===== config.mk =====
export PLATFORM = sky130hd
export DESIGN_NAME = nibble_msg_link
export DESIGN_NICKNAME = d
export VERILOG_FILES = /design/src/rtl/nlink_pkg.sv /design/src/rtl/nlink_len_enc.sv /design/src/rtl/nlink_tx.sv /design/src/rtl/nlink_rx.sv /design/src/rtl/nibble_msg_link.sv
export SDC_FILE = /design/constraint.sdc
export NUM_CORES = 1
export LEC_CHECK = 0
export ABC_CLOCK_PERIOD_IN_PS = 5050
export BUFFER_PORTS_ARGS = -buffer_cell sky130_fd_sc_hd__buf_2
export CAP_MARGIN = 15
export CORE_MARGIN = 8
export CORE_UTILIZATION = 33
export CTS_BUF_LIST = sky130_fd_sc_hd__clkbuf_2
export CTS_CLUSTER_SIZE = 14
export DETAILED_ROUTE_END_ITERATION = 10
export PLACE_DENSITY = 0.49
export SKIP_CTS_REPAIR_TIMING = 1
export SYNTH_ARGS = -nofsm -noshare
export SYNTH_HDL_FRONTEND = slang
export SYNTH_HIERARCHICAL = 1
export SYNTH_SLANG_ARGS = --single-unit

===== constraint.sdc =====
create_clock -name clk_i -period 5.05 [get_ports clk_i]
set_clock_uncertainty 0.2 [all_clocks]
set_input_delay 1.01 -clock clk_i [delete_from_list [all_inputs] [get_ports clk_i]]
set_output_delay 1.01 -clock clk_i [all_outputs]
set_load 0.02 [all_outputs]

===== src/rtl/nlink_pkg.sv =====
package nlink_pkg;
    localparam int unsigned WORD_W = 32;
    localparam int unsigned NIB_W  = 4;
    localparam int unsigned NIBS   = WORD_W / NIB_W;
    localparam int unsigned LEN_W  = $clog2(NIBS + 1);

    typedef logic [WORD_W-1:0] word_t;
    typedef logic [NIB_W-1:0]  nib_t;
    typedef logic [LEN_W-1:0]  len_t;

    typedef enum logic {
        RX_HEAD = 1'b0,
        RX_BODY = 1'b1
    } rx_state_e;

    // Outgoing transmitter state held together.
    typedef struct packed {
        logic  valid;
        nib_t  nib;
        len_t  remain;
        word_t shreg;
    } tx_ctx_t;

    // Oversized length fields saturate at a full word.
    function automatic len_t clamp_len(input nib_t hdr);
        if (int'(hdr) > int'(NIBS))
            return len_t'(NIBS);
        return len_t'(hdr);
    endfunction
endpackage


===== src/rtl/nlink_len_enc.sv =====
module nlink_len_enc
    import nlink_pkg::*;
(
    input  word_t word_i,
    output len_t  len_o
);
    logic [NIBS-1:0] nz;

    for (genvar g = 0; g < NIBS; g++) begin : g_nz
        assign nz[g] = |word_i[g*NIB_W +: NIB_W];
    end

    always_comb begin
        len_o = '0;
        for (int i = 0; i < NIBS; i++) begin
            if (nz[i])
                len_o = len_t'(i + 1);
        end
    end
endmodule


===== src/rtl/nlink_tx.sv =====
module nlink_tx
    import nlink_pkg::*;
(
    input  logic  clk_i,
    input  logic  rst_i,
    input  logic  send_i,
    input  word_t word_i,
    output logic  busy_o,
    output logic  bus_valid_o,
    output nib_t  bus_nib_o
);
    len_t    enc_len;
    tx_ctx_t ctx_q;
    logic    accept;

    nlink_len_enc u_enc (
        .word_i (word_i),
        .len_o  (enc_len)
    );

    assign accept = send_i && !ctx_q.valid;

    always_ff @(posedge clk_i) begin
        if (rst_i) begin
            ctx_q <= '0;
        end else if (accept) begin
            ctx_q.valid  <= 1'b1;
            ctx_q.nib    <= nib_t'(enc_len);
            ctx_q.remain <= enc_len;
            ctx_q.shreg  <= word_i;
        end else if (ctx_q.valid && ctx_q.remain != '0) begin
            ctx_q.valid  <= 1'b1;
            ctx_q.nib    <= ctx_q.shreg[NIB_W-1:0];
            ctx_q.remain <= ctx_q.remain - 1'b1;
            ctx_q.shreg  <= ctx_q.shreg >> NIB_W;
        end else begin
            ctx_q.valid  <= 1'b0;
            ctx_q.nib    <= '0;
            ctx_q.remain <= '0;
        end
    end

    assign busy_o      = ctx_q.valid;
    assign bus_valid_o = ctx_q.valid;
    assign bus_nib_o   = ctx_q.nib;

    p_accept_starts_r5: assert property (@(posedge clk_i) disable iff (rst_i)
        (send_i && !busy_o) |=> (busy_o && bus_valid_o));

    p_frame_contig_r2: assert property (@(posedge clk_i) disable iff (rst_i)
        (bus_valid_o && ctx_q.remain != '0) |=> bus_valid_o);

    p_idle_quiet_r6: assert property (@(posedge clk_i) disable iff (rst_i)
        !bus_valid_o |-> (bus_nib_o == '0));

    p_hdr_range_r1: assert property (@(posedge clk_i) disable iff (rst_i)
        $rose(bus_valid_o) |-> (int'(bus_nib_o) <= int'(NIBS)));

    p_top_nib_nonzero_r1: assert property (@(posedge clk_i) disable iff (rst_i)
        (bus_valid_o && ctx_q.remain == '0 && !$rose(bus_valid_o)) |-> (bus_nib_o != '0));
endmodule


===== src/rtl/nlink_rx.sv =====
module nlink_rx
    import nlink_pkg::*;
(
    input  logic  clk_i,
    input  logic  rst_i,
    input  logic  bus_valid_i,
    input  nib_t  bus_nib_i,
    output word_t word_o,
    output logic  done_o
);
    rx_state_e state_q;
    len_t      need_q;
    len_t      got_q;
    word_t     acc_q;
    word_t     word_q;
    logic      done_q;
    len_t      hdr_len;
    word_t     acc_ins;
    logic      last_beat;

    assign hdr_len   = clamp_len(bus_nib_i);
    assign acc_ins   = acc_q | (word_t'(bus_nib_i) << (NIB_W * int'(got_q)));
    assign last_beat = (len_t'(got_q + 1'b1) == need_q);

    always_ff @(posedge clk_i) begin
        if (rst_i) begin
            state_q <= RX_HEAD;
            need_q  <= '0;
            got_q   <= '0;
            acc_q   <= '0;
            word_q  <= '0;
            done_q  <= 1'b0;
        end else begin
            done_q <= 1'b0;
            case (state_q)
                RX_HEAD: begin
                    if (bus_valid_i) begin
                        if (hdr_len == '0) begin
                            done_q <= 1'b1;
                            word_q <= '0;
                        end else begin
                            need_q  <= hdr_len;
                            got_q   <= '0;
                            acc_q   <= '0;
                            state_q <= RX_BODY;
                        end
                    end
                end
                RX_BODY: begin
                    if (bus_valid_i) begin
                        acc_q <= acc_ins;
                        got_q <= got_q + 1'b1;
                        if (last_beat) begin
                            done_q  <= 1'b1;
                            word_q  <= acc_ins;
                            state_q <= RX_HEAD;
                        end
                    end
                end
                default: state_q <= RX_HEAD;
            endcase
        end
    end

    assign word_o = word_q;
    assign done_o = done_q;

    p_done_after_beat_r7: assert property (@(posedge clk_i) disable iff (rst_i)
        done_o |-> $past(bus_valid_i));

    p_word_hold_r7: assert property (@(posedge clk_i) disable iff (rst_i)
        !done_o |-> $stable(word_o));

    p_zero_header_r8: assert property (@(posedge clk_i) disable iff (rst_i)
        (state_q == RX_HEAD && bus_valid_i && bus_nib_i == '0) |=> (done_o && word_o == '0));

    p_gap_pause_r10: assert property (@(posedge clk_i) disable iff (rst_i)
        (state_q == RX_BODY && !bus_valid_i) |=> ($stable(got_q) && !done_o));

    p_need_clamped_r9: assert property (@(posedge clk_i) disable iff (rst_i)
        (state_q == RX_BODY) |-> (int'(need_q) <= int'(NIBS)));
endmodule


===== src/rtl/nibble_msg_link.sv =====
module nibble_msg_link
    import nlink_pkg::*;
(
    input  logic        clk_i,
    input  logic        rst_i,
    input  logic        tx_send_i,
    input  logic [31:0] tx_word_i,
    output logic        tx_busy_o,
    output logic        tx_valid_o,
    output logic [3:0]  tx_nib_o,
    input  logic        rx_valid_i,
    input  logic [3:0]  rx_nib_i,
    output logic [31:0] rx_word_o,
    output logic        rx_done_o
);
    nlink_tx u_tx (
        .clk_i       (clk_i),
        .rst_i       (rst_i),
        .send_i      (tx_send_i),
        .word_i      (tx_word_i),
        .busy_o      (tx_busy_o),
        .bus_valid_o (tx_valid_o),
        .bus_nib_o   (tx_nib_o)
    );

    nlink_rx u_rx (
        .clk_i       (clk_i),
        .rst_i       (rst_i),
        .bus_valid_i (rx_valid_i),
        .bus_nib_i   (rx_nib_i),
        .word_o      (rx_word_o),
        .done_o      (rx_done_o)
    );

    p_reset_quiet_r11: assert property (@(posedge clk_i)
        $past(rst_i) |-> (!tx_busy_o && !tx_valid_o && !rx_done_o && rx_word_o == '0));
endmodule


======== After elaboration in Yosys (flattened, before gate mapping) ========
Cells that the tools add are included.
operators by class
  shift operators ......................... 1
  reductions and logical operators ........ 17
  bitwise operators ....................... 3
  multiply operators ...................... 0
  magnitude comparators ................... 1
  equal/unequal tests ..................... 6
  multiplexer cells ....................... 37
  divide/modulo/power cells ............... 0
  $add $sub $neg .......................... 2
operators with widths
  operator                                          count
  two-way mux 32 bit                                8
  case mux 32 bit (2 select lines)                  2
  two-way mux 4 bit                                 12
  two-way mux 41 bit                                1
  bitwise OR 32 bit                                 1
  OR reduction 4 bit                                8
  left shift 4 x 6 -> 32 bit                        1
  two-way mux 1 bit                                 10
  two-way mux 9 bit                                 1
  != test 2 bit, second input constant              4
  case mux 4 bit (2 select lines)                   1
  AND reduction 3 bit                               2
  adder 4 x 1 -> 4 bit, second input constant       1
  == test 4 bit                                     1
  > comparator 4 bit, second input constant         1
  zero test 4 bit                                   1
  case mux 1 bit (2 select lines)                   2
  AND reduction 4 bit                               1
  nonzero test 4 bit                                1
  subtractor 4 x 1 -> 4 bit, second input constant  1
  logical AND 1 bit                                 2
  != test 2 x 1 -> 1 bit, second input constant     1
  NOT 1 bit                                         2
  nonzero test 2 bit                                1
  zero test 1 bit                                   1
word-level totals
  register bits ........................... 115
  latch bits .............................. 0
  memories ................................ 0
  bits of input ports ..................... 40
  output and inout bits ................... 39
  memory bits (read-only) ................. 0
  RAM bits ................................ 0

======== Depth between registers and ports, before layout ========
  depth after elaboration ................. 10
  gate-level depth with buffers ........... 7
  depth with buffers taken out ............ 6

======== Cells and area by module ========
The synthesis kept the hierarchy.
by module, submodules not included
  module         cells an instance  times used  area an instance (um2)  sequential area each (um2)
  nlink_rx       298                1           3,036.7                 1,481.4
  nlink_tx       206                1           1,805.5                 820.8
  nlink_len_enc  21                 1           125.1                   0.0

======== Least setup slack after synthesis ========
OpenSTA, ideal clock, no wires.
  path kind ............................... input-to-reg
  start point ............................. input port tx_word_i[29]
  end point ............................... register u_tx.ctx_q (netlist bit u_tx/bus_nib_o[0])
  arrival ................................. 2.299 ns
  stages on the path ...................... 6
  setup time .............................. 0.071 ns
  path buffers ............................ 1
  setup slack ............................. 2.480 ns
  required time ........................... 4.779 ns
  cells stage by stage .................... or4_1 > buf_2 > or3_1 > o21ai_1 > nand2_1 > a21oi_1
between the ends
  longest elaborated chain between the ends .. 3
RTL lines
  element              line                  source
  start, declared      nibble_msg_link.sv:7  input logic [31:0] tx_word_i,
  OR reduction 4 bit   nlink_len_enc.sv:10   assign nz[g] = |word_i[g*NIB_W +: NIB_W];
  two-way mux 4 bit    nlink_len_enc.sv:16   if (nz[i])
  net u_tx.enc_len[0]  nlink_tx.sv:12        len_t enc_len;
  two-way mux 41 bit   nlink_tx.sv:26        end else if (accept) begin
  end, declared        nlink_tx.sv:13        tx_ctx_t ctx_q;
The timed path passes the listed nets, and every way through them passes these cells.
A chain may end at the register's enable or synchronous reset.

======== Final worst setup path ========
  start point ............................. register u_tx.ctx_q (netlist bit u_tx/bus_valid_o)
  end point ............................... output port tx_busy_o
RTL lines
  element        line                  source
  end, declared  nibble_msg_link.sv:8  output logic tx_busy_o,
No word-level cell between the ends.

==> impl_metrics.yaml <==
sta:
  tightest_slew_ns: 1.082
  setup_tns_ns: 0
  hold_viol_final: 0
  timing.final.crit_share: 0.6390
  finalSetupViolCount: 0
  grt_setup_unrepaired: "no"
  slew_violations: 0
  fmax_mhz: 309.9
  fin_crit_ns: 3.227
  relSlewSlack: 0.2776
grt:
  first_global_vias: 4073
  antenna_found_initial: 1
  busiest_layer: "met2"
  gr-total-overflow: 0
  grt_max_degree: 55
  grt_use_met1: 0.1823
  grt_pass1_wl_um: 21970
  grt_use_met2: 0.2203
  track_usage: 0.1405
  grtUsageMet3: 0.04096
critical_path:
  criticalPathCategory: "flop to primary output"
  path_cells: "buf_2"
  worstPathArrival_ns: 2.02
  reg2regPathDepth: 5
  crit_path_max_fanout: 31
  r2r_slack_ns: 2.27
  crit_buf_inv: 1
  cp_slowest_stage_delay_ns: 1.07
  regToRegStartpoint: "u_rx/got_q[0]"
  critical_path_depth: 1
  crit_slowest_cell: "dfxtp_1"
  worstReg2RegEnd: "u_rx/done_o"
  cp-start-kind: "flop"
  end_kind: "primary output"
  endpoint: "tx_busy_o"
  cp.required_ns: 3.84
  crit_path_start: "u_tx/bus_valid_o"
  critPathTopFamily: "flip-flops"
yosys:
  synthFlopType: "dfxtp_1"
  synth-seq-cells: 115
  synthDominantCellAreaShare: 0.4635
  synth_cells: 525
  synth_top_cell_by_area: "dfxtp_1"
  synth_edf_count: 0
  synth_seq_area_share: 0.4635
  async_flop_share: 0
  synth_nets: 568
  synth.distinct_cells: 47
  synth_area_leaders: "dfxtp_1, o2bb2ai_2, a21oi_1"
  yosysWarnings: 6
  netlist_area_mm2: 0.004967
  syn_area_per_cell_um2: 9.461
placed_design:
  gp_congestion: 0.7632
  io_buffers: 78
  dp_hpwl_um: 8980
cts:
  cts-root-buf: "clkbuf_2"
  clockBufferDepth: 2
  clkTransAtPathRegs_ns: 0.17
  clkLatencyLatePin_ns: 0.65
  cts_made_buffers: 17
  cts_tree: "yes"
  cts_num_sinks: 115
  htree_num_levels: 4
floorplan:
  initial_core_util: 0.3317
  die_y_um: 138.7
  core_mm2: 0.01498
  io_pins: 79
  fp.dieW_um: 138.7
  rows: 45
  die-area_mm2: 0.01923
power:
  p_per_area_mw_per_mm2: 301.0
  fin_total_pwr_uw: 1666
  irDropWorstVdd_mv: 0.1250
  power.leakage_uw: 0.002022
detailed_routing:
  drt-initial-drc-count: 323
  postRouteAntennaNets: 0
  drc: 0
  num_vias: 4163
  routed_wl_um: 13590
  vias_per_cell: 5.428
  post_drt_wl_per_cell_um: 17.72
  drtPass1Iterations: 5
finish:
  final_util: 0.3697
  fillers: 1541
  mostFrequentLayoutCells: "dfxtp_1, buf_2, a21oi_1"
  final_common_cell: "dfxtp_1"
  nets: 609
  drive_above_1_share: 0.2664
  syn_to_final_growth_pct: 11.46
outcome:
  status: "completed"
flow_run:
  maxCapViolations: 0
min_path:
  hp-class: "flop to flop"
## report_power, final
part | leakage, uW | internal, uW | switching [uW] | total, uW
registers | 0.000933 | 935 | 23.6 | 959
clock network | 0.000116 | 169 | 349 | 519
logic | 0.000972 | 60.1 | 129 | 189
## registers in the layout, indices dropped and copies added, names as in the netlist
| register | count |
|---|---|
| u_rx/need_q | 4 |
| u_tx/bus_valid_o | 1 |
| u_rx/state_q | 1 |
| u_rx/acc_q | 32 |
| u_rx/done_o | 1 |
| u_rx/got_q | 4 |
| u_tx/ctx_q | 36 |
| u_rx/word_o | 32 |
| u_tx/bus_nib_o | 4 |
## layout make-up
class	count	area, um^2	share of cell area
Multi-Input combinational cell	339	2336	0.4219
Inverter	8	30.03	0.005424
Clock buffer	19	95.09	0.01718
Sequential cell	115	2302	0.4158
Tap cell	188	235.2	0.04249
Clock inverter	12	92.59	0.01672
Timing Repair Buffer	85	442.9	0.08000
Antenna cell	1	2.502	0.0004520
## metal layers
metal / up-vias / wire (um)
met5: - / 0
met4: 0 / 107
met3: 8 / 655
met2: 112 / 6285
met1: 2019 / 6541
li1: 2024 / -
## cells in the mapped netlist (5+ instances only)
cell type	number
nand2_1	12
buf_2	12
or4_1	8
buf_4	5
inv_1	8
dfxtp_1	115
a211o_1	5
a21oi_1	76
nor2b_1	7
nor2_1	49
a32oi_1	27
nand3_1	7
clkbuf_1	38
and2_1	9
o21ai_0	29
o2bb2ai_2	30
a22oi_1	32
## stage by stage
step                cell area [um^2]  worst slack (ns)  hold slack [ns]  cells
finish                          5537             1.823           0.2791    767
global route                    5537             1.631           0.2943    767
CTS                             5534             1.752           0.2838    766
detailed placement              5346             1.900           0.2526    735
global placement                5346             1.999           0.2478    735
floorplan                       4967             2.480           0.2445    525
## kinds of logic (layout without fill, tap and decap cells)
kind of cell             after synthesis  count (layout)  synth area share
AO/OA/AOI/OAI                        216             216            0.3330
other                                  0               1                 0
adder cells (fa/ha/maj)                3               3          0.007557
flip-flops                           115             115            0.4635
buffers and inverters                 71             124           0.06725
multiplexers                           1               1          0.002015
XOR/XNOR                               6               6           0.01058
AND/OR/NAND/NOR                      113             113            0.1161
## how the worst min path moves through the flow
stage                     cells after the start  slack [ns]                end             from
after detailed placement                      1        0.25    u_rx/word_o[22]  u_rx/word_o[22]
final                                         2        0.28  u_tx/bus_nib_o[1]    u_tx/ctx_q[1]
after global placement                        1        0.25    u_rx/word_o[17]  u_rx/word_o[17]
after floorplan                               2        0.24  u_tx/bus_nib_o[0]    u_tx/ctx_q[0]
after global routing                          2        0.29  u_tx/bus_nib_o[0]    u_tx/ctx_q[0]
after CTS                                     1        0.28    u_rx/word_o[22]  u_rx/word_o[22]
(Power assumes the default switching activity.)
